--- src/rtl/sbt_pkg.sv ---
package sbt_pkg;

   // Decoded branch form; BR_BAD marks an unknown opcode
   typedef enum logic [2:0] {
      BR_BAD  = 3'd0,
      BR_JMP  = 3'd1,
      BR_CALL = 3'd2,
      BR_JZ   = 3'd3,
      BR_JNZ  = 3'd4
   } br_kind_e;

   typedef enum logic {
      SQ_IDLE = 1'b0,
      SQ_WAIT = 1'b1
   } seq_state_e;

   localparam logic [1:0] CLS_SHORT_BR = 2'b01;

endpackage

--- src/rtl/sbt_decode.sv ---
module sbt_decode
   import sbt_pkg::*;
#(
   parameter int          OPC_W    = 8,
   parameter logic [7:0]  OPC_JMP  = 8'h3C,
   parameter logic [7:0]  OPC_CALL = 8'h5C,
   parameter logic [7:0]  OPC_JZ   = 8'h6E,
   parameter logic [7:0]  OPC_JNZ  = 8'hEE
) (
   input  logic [OPC_W-1:0] opc_i,
   output br_kind_e         kind_o
);

   always_comb begin
      if (opc_i == OPC_W'(OPC_JMP))       kind_o = BR_JMP;
      else if (opc_i == OPC_W'(OPC_CALL)) kind_o = BR_CALL;
      else if (opc_i == OPC_W'(OPC_JZ))   kind_o = BR_JZ;
      else if (opc_i == OPC_W'(OPC_JNZ))  kind_o = BR_JNZ;
      else                                kind_o = BR_BAD;
   end

endmodule

--- src/rtl/sbt_target.sv ---
module sbt_target #(
   parameter int PC_W       = 32,
   parameter int DISP_W     = 8,
   parameter int SCALE_LOG2 = 1,
   parameter int INSN_BYTES = 2
) (
   input  logic [PC_W-1:0]   pc_i,
   input  logic [DISP_W-1:0] disp_i,
   output logic [PC_W-1:0]   jump_pc_o,
   output logic [PC_W-1:0]   fall_pc_o
);

   localparam int EXT_W = PC_W - DISP_W - SCALE_LOG2;

   logic [PC_W-1:0] offs;

   generate
      if (SCALE_LOG2 > 0) begin : g_scaled
         assign offs = {{EXT_W{disp_i[DISP_W-1]}}, disp_i, {SCALE_LOG2{1'b0}}};
      end else begin : g_unscaled
         assign offs = {{EXT_W{disp_i[DISP_W-1]}}, disp_i};
      end
   endgenerate

   assign jump_pc_o = pc_i + offs;
   assign fall_pc_o = pc_i + PC_W'(INSN_BYTES);

endmodule

--- src/rtl/sbt_cond.sv ---
module sbt_cond
   import sbt_pkg::*;
#(
   parameter int DATA_W    = 32,
   parameter bit ZERO_TREE = 1'b1
) (
   input  logic [DATA_W-1:0] d15_i,
   input  br_kind_e          kind_i,
   output logic              take_o
);

   logic is_zero;

   generate
      if (ZERO_TREE) begin : g_tree
         assign is_zero = ~|d15_i;
      end else begin : g_cmp
         assign is_zero = (d15_i == '0);
      end
   endgenerate

   always_comb begin
      unique case (kind_i)
         BR_JMP, BR_CALL: take_o = 1'b1;
         BR_JZ:           take_o = is_zero;
         BR_JNZ:          take_o = !is_zero;
         default:         take_o = 1'b0;
      endcase
   end

endmodule

--- src/rtl/sbt_seq.sv ---
module sbt_seq
   import sbt_pkg::*;
#(
   parameter int PC_W       = 32,
   parameter int SIZE_W     = 4,
   parameter int INSN_BYTES = 2
) (
   input  logic              clk,
   input  logic              rst_n,
   input  logic              accept_i,
   input  br_kind_e          kind_i,
   input  logic              take_i,
   input  logic [PC_W-1:0]   pc_i,
   input  logic [PC_W-1:0]   jump_pc_i,
   input  logic [PC_W-1:0]   fall_pc_i,
   input  logic              call_done_i,
   output logic              ready_o,
   output logic              res_valid_o,
   output logic [PC_W-1:0]   next_pc_o,
   output logic              taken_o,
   output logic              illegal_o,
   output logic              call_req_o,
   output logic [PC_W-1:0]   call_pc_o,
   output logic [SIZE_W-1:0] call_size_o
);

   seq_state_e      state_q;
   logic [PC_W-1:0] pend_pc_q;

   assign ready_o     = (state_q == SQ_IDLE);
   assign call_size_o = SIZE_W'(INSN_BYTES);

   always_ff @(posedge clk or negedge rst_n) begin
      if (!rst_n) begin
         state_q     <= SQ_IDLE;
         pend_pc_q   <= '0;
         res_valid_o <= 1'b0;
         next_pc_o   <= '0;
         taken_o     <= 1'b0;
         illegal_o   <= 1'b0;
         call_req_o  <= 1'b0;
         call_pc_o   <= '0;
      end else begin
         res_valid_o <= 1'b0;
         unique case (state_q)
            SQ_IDLE: begin
               if (accept_i) begin
                  if (kind_i == BR_CALL) begin
                     state_q    <= SQ_WAIT;
                     call_req_o <= 1'b1;
                     call_pc_o  <= pc_i;
                     pend_pc_q  <= jump_pc_i;
                  end else begin
                     res_valid_o <= 1'b1;
                     taken_o     <= take_i;
                     illegal_o   <= (kind_i == BR_BAD);
                     next_pc_o   <= take_i ? jump_pc_i : fall_pc_i;
                  end
               end
            end
            SQ_WAIT: begin
               if (call_done_i) begin
                  state_q     <= SQ_IDLE;
                  call_req_o  <= 1'b0;
                  res_valid_o <= 1'b1;
                  taken_o     <= 1'b1;
                  illegal_o   <= 1'b0;
                  next_pc_o   <= pend_pc_q;
               end
            end
            default: state_q <= SQ_IDLE;
         endcase
      end
   end

endmodule

--- src/rtl/sbt_unit.sv ---
module sbt_unit
   import sbt_pkg::*;
#(
   parameter int          PC_W       = 32,
   parameter int          DATA_W     = 32,
   parameter int          INSN_W     = 16,
   parameter int          DISP_W     = 8,
   parameter int          DISP_LSB   = 8,
   parameter int          OPC_W      = 8,
   parameter int          SCALE_LOG2 = 1,
   parameter int          INSN_BYTES = 2,
   parameter int          SIZE_W     = 4,
   parameter bit          ZERO_TREE  = 1'b1,
   parameter logic [7:0]  OPC_JMP    = 8'h3C,
   parameter logic [7:0]  OPC_CALL   = 8'h5C,
   parameter logic [7:0]  OPC_JZ     = 8'h6E,
   parameter logic [7:0]  OPC_JNZ    = 8'hEE
) (
   input  logic              clk,
   input  logic              rst_n,
   input  logic              in_valid_i,
   input  logic [1:0]        in_class_i,
   input  logic [INSN_W-1:0] instr_i,
   input  logic [PC_W-1:0]   pc_i,
   input  logic [DATA_W-1:0] d15_i,
   input  logic              call_done_i,
   output logic              ready_o,
   output logic              res_valid_o,
   output logic [PC_W-1:0]   next_pc_o,
   output logic              taken_o,
   output logic              illegal_o,
   output logic              call_req_o,
   output logic [PC_W-1:0]   call_pc_o,
   output logic [SIZE_W-1:0] call_size_o
);

   // Elaboration-time parameter checks
   generate
      if (DISP_LSB + DISP_W > INSN_W) begin : g_bad_disp
         $error("displacement field exceeds instruction width");
      end
      if (OPC_W > DISP_LSB || OPC_W > 8) begin : g_bad_opc
         $error("opcode field overlaps displacement or exceeds 8 bits");
      end
      if (PC_W <= DISP_W + SCALE_LOG2) begin : g_bad_pc
         $error("PC too narrow for scaled displacement");
      end
      if (INSN_BYTES >= (1 << SIZE_W)) begin : g_bad_size
         $error("instruction size does not fit size output");
      end
   endgenerate

   br_kind_e        kind;
   logic            take;
   logic            accept;
   logic [PC_W-1:0] jump_pc;
   logic [PC_W-1:0] fall_pc;

   assign accept = in_valid_i && ready_o && (in_class_i == CLS_SHORT_BR);

   sbt_decode #(
      .OPC_W(OPC_W), .OPC_JMP(OPC_JMP), .OPC_CALL(OPC_CALL),
      .OPC_JZ(OPC_JZ), .OPC_JNZ(OPC_JNZ)
   ) u_decode (
      .opc_i  (instr_i[OPC_W-1:0]),
      .kind_o (kind)
   );

   sbt_target #(
      .PC_W(PC_W), .DISP_W(DISP_W), .SCALE_LOG2(SCALE_LOG2), .INSN_BYTES(INSN_BYTES)
   ) u_target (
      .pc_i      (pc_i),
      .disp_i    (instr_i[DISP_LSB +: DISP_W]),
      .jump_pc_o (jump_pc),
      .fall_pc_o (fall_pc)
   );

   sbt_cond #(
      .DATA_W(DATA_W), .ZERO_TREE(ZERO_TREE)
   ) u_cond (
      .d15_i  (d15_i),
      .kind_i (kind),
      .take_o (take)
   );

   sbt_seq #(
      .PC_W(PC_W), .SIZE_W(SIZE_W), .INSN_BYTES(INSN_BYTES)
   ) u_seq (
      .clk         (clk),
      .rst_n       (rst_n),
      .accept_i    (accept),
      .kind_i      (kind),
      .take_i      (take),
      .pc_i        (pc_i),
      .jump_pc_i   (jump_pc),
      .fall_pc_i   (fall_pc),
      .call_done_i (call_done_i),
      .ready_o     (ready_o),
      .res_valid_o (res_valid_o),
      .next_pc_o   (next_pc_o),
      .taken_o     (taken_o),
      .illegal_o   (illegal_o),
      .call_req_o  (call_req_o),
      .call_pc_o   (call_pc_o),
      .call_size_o (call_size_o)
   );

endmodule

--- config.mk ---
export PLATFORM = sky130hd
export DESIGN_NAME = sbt_unit
export DESIGN_NICKNAME = d
export VERILOG_FILES = /design/src/rtl/sbt_pkg.sv /design/src/rtl/sbt_decode.sv /design/src/rtl/sbt_target.sv /design/src/rtl/sbt_cond.sv /design/src/rtl/sbt_seq.sv /design/src/rtl/sbt_unit.sv
export SDC_FILE = /design/constraint.sdc
export NUM_CORES = 1
export LEC_CHECK = 0
export BUFFER_PORTS_ARGS = -buffer_cell sky130_fd_sc_hd__buf_2
export CAP_MARGIN = 20
export CORE_MARGIN = 2
export CORE_UTILIZATION = 56
export CTS_BUF_LIST = sky130_fd_sc_hd__clkbuf_4 sky130_fd_sc_hd__clkbuf_8
export DETAILED_ROUTE_END_ITERATION = 7
export PLACE_DENSITY = 0.79
export SKIP_LAST_GASP = 1
export SLEW_MARGIN = 20
export SYNTH_ARGS = -nofsm -noshare
export SYNTH_HDL_FRONTEND = slang
export SYNTH_SLANG_ARGS = --single-unit
--- constraint.sdc ---
create_clock -name clk -period 2.1 [get_ports clk]
set_input_delay 0.21 -clock clk [delete_from_list [all_inputs] [get_ports clk]]
set_output_delay 0.21 -clock clk [all_outputs]
set_load 0.05 [all_outputs]
==> impl_metrics.csv <==
group,metric,value,unit
status,outcome,"finished, violations left",
status,violations,"DRC, setup timing",
logic_synthesis,synth_mux_area_share,10.11,%
drt,wl_per_cell,20.36,µm
logic_synthesis,netlist_instances,667,
layout,fillerInstances,679,
setup_path,r2r.worst_path.cells,6,
setup_path,worst-setup-path-type,"input pin to register",
logic_synthesis,synth_area,6362,µm²
floorplan,num_io_pins,159,
setup_path,r2r_start,"u_seq.state_q$_DFF_PN0_",
logic_synthesis,yosysTopAreaCell,"dfrtp_1",
pwr,power_density,622.8,nW/µm²
drt,first_pass_iters,8,
logic_synthesis,synthFlopType,"dfrtp_1",
layout,antenna_cells,0,
logic_synthesis,synth_compound_area_share,18.03,%
drt,wirelength,22290,µm
global_routing,grt_usage,33.97,%
floorplan,die_y,110.6,µm
layout,ff_latch_area,2502,µm²
pwr,ir_worst_vdd,0.4721,mV
placement,io_buffers,154,
global_routing,antenna_found_initial,0,
global_routing,grt_first_pass_wirelength,33470,µm
logic_synthesis,yosys.area_share.simple,15.52,%
setup_path,r2r_slack,0.16,ns
setup_path,r2r_end,"u_seq.call_pc_o[19]$_DFFE_PN0P_",
pwr,leakage,4.584,nW
clock_tree,clk_pin_slew,0.10,ns
setup_path,required,2.37,ns
drt,routed_via_density,6.188,
placement,place_hpwl,15730,µm
layout,drive_gt1_share,43.46,%
logic_synthesis,ys_seq_area_share,39.33,%
clock_tree,cts_root_buf,"clkbuf_8",
layout,final_nets,1068,
min_path,hp-class,"input pin to register",
clock_tree,cts_buffers,9,
setup_path,cp-endpoint,"u_seq.next_pc_o[19]$_DFFE_PN0P_",
sta,fin_skew,0.01850,ns
drt,drc,2,
logic_synthesis,synthXorXnorAreaFrac,7.847,%
logic_synthesis,ys_ff_latch,100,
logic_synthesis,synth-adder-area-share,6.411,%
clock_tree,clkLatencyLatePin,0.39,ns
logic_synthesis,synth_edf_count,0,
setup_path,end_kind,"register",
sta,worstMarginPinSlew,0.6216,ns
setup_path,crit_path_start_kind,"input pin",
layout,multiInputGateArea,4075,µm²
logic_synthesis,synth_cell_types,61,
sta,hold_viol_final,0,
sta,holdWs,0.08374,ns
sta,min_period,2.269,ns
logic_synthesis,yosysWarnings,0,
sta,report.final.slew_viol_count,0,
floorplan,die_area,12230,µm²
logic_synthesis,yosysTopAreaCellShare,39.33,%
global_routing,grt_pass1_vias,6706,
run,drv_cap,0,
layout,syn_to_final_growth,41.08,%
global_routing,grt_max_degree,43,
drt,ant_nets,0,
setup_path,cp_max_fo,4,
logic_synthesis,netlist_top_cells_area,"dfrtp_1 (39%), mux2_2 (8.8%), ha_1 (6.1%), nand2_1 (4.2%), o21ai_0 (4.0%)",
floorplan,core.rowCount,38,
drt,drtIter0Drc,568,
clock_tree,clockBufferDepth,2,
drt,vias,6776,
logic_synthesis,ys_async_sr_fraction,100.0,%
floorplan,core_area,10980,µm²
sta,finalCritPeriodShare,108.0,%
logic_synthesis,synth_top_family_by_area,"compound AO/OA/AOI/OAI gates",
clock_tree,numClockSinks,100,
setup_path,startpoint,"pc_i[1]",
sta,fmax,440.8,MHz
clock_tree,htreeDepth,3,
clock_tree,tritoncts,"built",
global_routing,grt_remaining_overflow,0,
sta,relSlewSlack,58.55,%
floorplan,floorplan.initialDensity,57.93,%
sta,timing.final.ws_setup,-0.1686,ns
placement,gp_congestion,0.9847,
logic_synthesis,avgSynthCellArea,9.539,µm²
setup_path,cp.arrival,2.54,ns
sta,rsz0062_at_grt,"yes",
sta,finalSetupViolations,29,
floorplan,die_x,110.6,µm
pwr,total_power,5.590,mW
## cell type report
type / count / share of cell area (%)
Clock buffer: 12 / 1.701
Clock inverter: 4 / 0.6412
Inverter: 9 / 0.3764
Multi-Input combinational cell: 530 / 45.40
Sequential cell: 100 / 27.88
Tap cell: 140 / 1.951
Timing Repair Buffer: 300 / 22.05
## state kept, by name, summed over array words and instances, names as in the netlist
name and count:
u_seq.illegal_o 1, u_seq.call_req_o 1, u_seq.res_valid_o 1, u_seq.state_q 1
u_seq.next_pc_o 32, u_seq.taken_o 1, u_seq.pend_pc_q 32, u_seq.call_pc_o 31
## through the flow
stage | instance area, µm² | utilization [%] | setup TNS (ns) | setup slack [ns] | instances
after floorplan | 6465 | - | -3.319 | -0.2533 | 669
after global placement | 8344 | 75.97 | -18.33 | -0.5692 | 1065
after detailed placement | 8344 | 75.97 | -21.24 | -0.6083 | 1065
after CTS | 8716 | 79.36 | -0.05919 | -0.02893 | 1087
after global routing | 8976 | 81.73 | -3.936 | -0.2366 | 1095
final | 8976 | 81.73 | -2.459 | -0.1686 | 1095
## synthesized netlist by cell type, types with 10 or more instances
cell,count
nand3_1,28
mux2_2,50
a21o_1,13
xor2_1,28
nand2_1,71
and3_1,18
a21oi_1,49
xnor2_1,29
nand4_1,10
clkbuf_1,18
dfrtp_1,100
o21ai_0,51
nor2_1,28
ha_1,31
## placed cells by master, fill, tap and decap left out, types with 18 or more instances in the layout
cell type and count:
a21oi_1 42, xor2_1 25, and3_1 18, o21ai_0 35, dfrtp_1 100, ha_1 23, nand3_1 28, nand2_1 70
buf_4 141, nor2_1 28, mux2_2 46, xnor2_1 23, buf_2 147
## how the worst min path moves through the flow
stage | from | end | slack [ns] | depth (start not counted)
3_3_place_gp | rst_n | u_seq.pend_pc_q[20]$_DFFE_PN0P_ | 0.23 | 1
6_report | pc_i[0] | u_seq.pend_pc_q[0]$_DFFE_PN0P_ | 0.08 | 2
2_1_floorplan | rst_n | u_seq.call_pc_o[10]$_DFFE_PN0P_ | -0.09 | 0
5_1_grt | pc_i[0] | u_seq.pend_pc_q[0]$_DFFE_PN0P_ | 0.08 | 2
3_5_place_dp | rst_n | u_seq.pend_pc_q[20]$_DFFE_PN0P_ | 0.24 | 1
4_1_cts | pc_i[0] | u_seq.pend_pc_q[0]$_DFFE_PN0P_ | 0.08 | 2
## critical path, cell delays in order
cell,delay [ns]
buf_8,0.10
ha_4,0.17
fa_2,0.41
a21o_1,0.24
a221oi_4,0.40
o31ai_4,0.10
a31oi_4,0.24
buf_4,0.16
o21a_4,0.14
o21ai_2,0.08
mux2i_1,0.20
nand3_1,0.10
## power breakdown
group          internal (mW)  switching, mW
Sequential              2.06         0.0812
Combinational          0.800           1.30
Clock                  0.622          0.728
Total                   3.48           2.11
## layer usage
metal,track usage [%],wire length [µm],vias to the layer above
li1,-,-,3005
met1,43.21,8777,3228
met2,55.99,10480,434
met3,6.806,1952,109
met4,15.33,1085,0
met5,1.250,0,-
## logic make-up after synthesis
family                   after synthesis
flip-flops                           100
multiplexers                          58
XOR/XNOR                              57
adder cells (fa/ha/maj)               32
AND/OR/NAND/NOR                      198
AO/OA/AOI/OAI                        181
buffers and inverters                 39
other                                  2
## repair_timing
item                                    CTS  global route
hold buffers                              1             0
endpoints found under the setup margin   34            29
hold endpoints to repair                 40             0
resized for setup                        20            36
pin swaps                                 8            21
buffers inserted                          5             8
(Power assumes the default switching activity.)
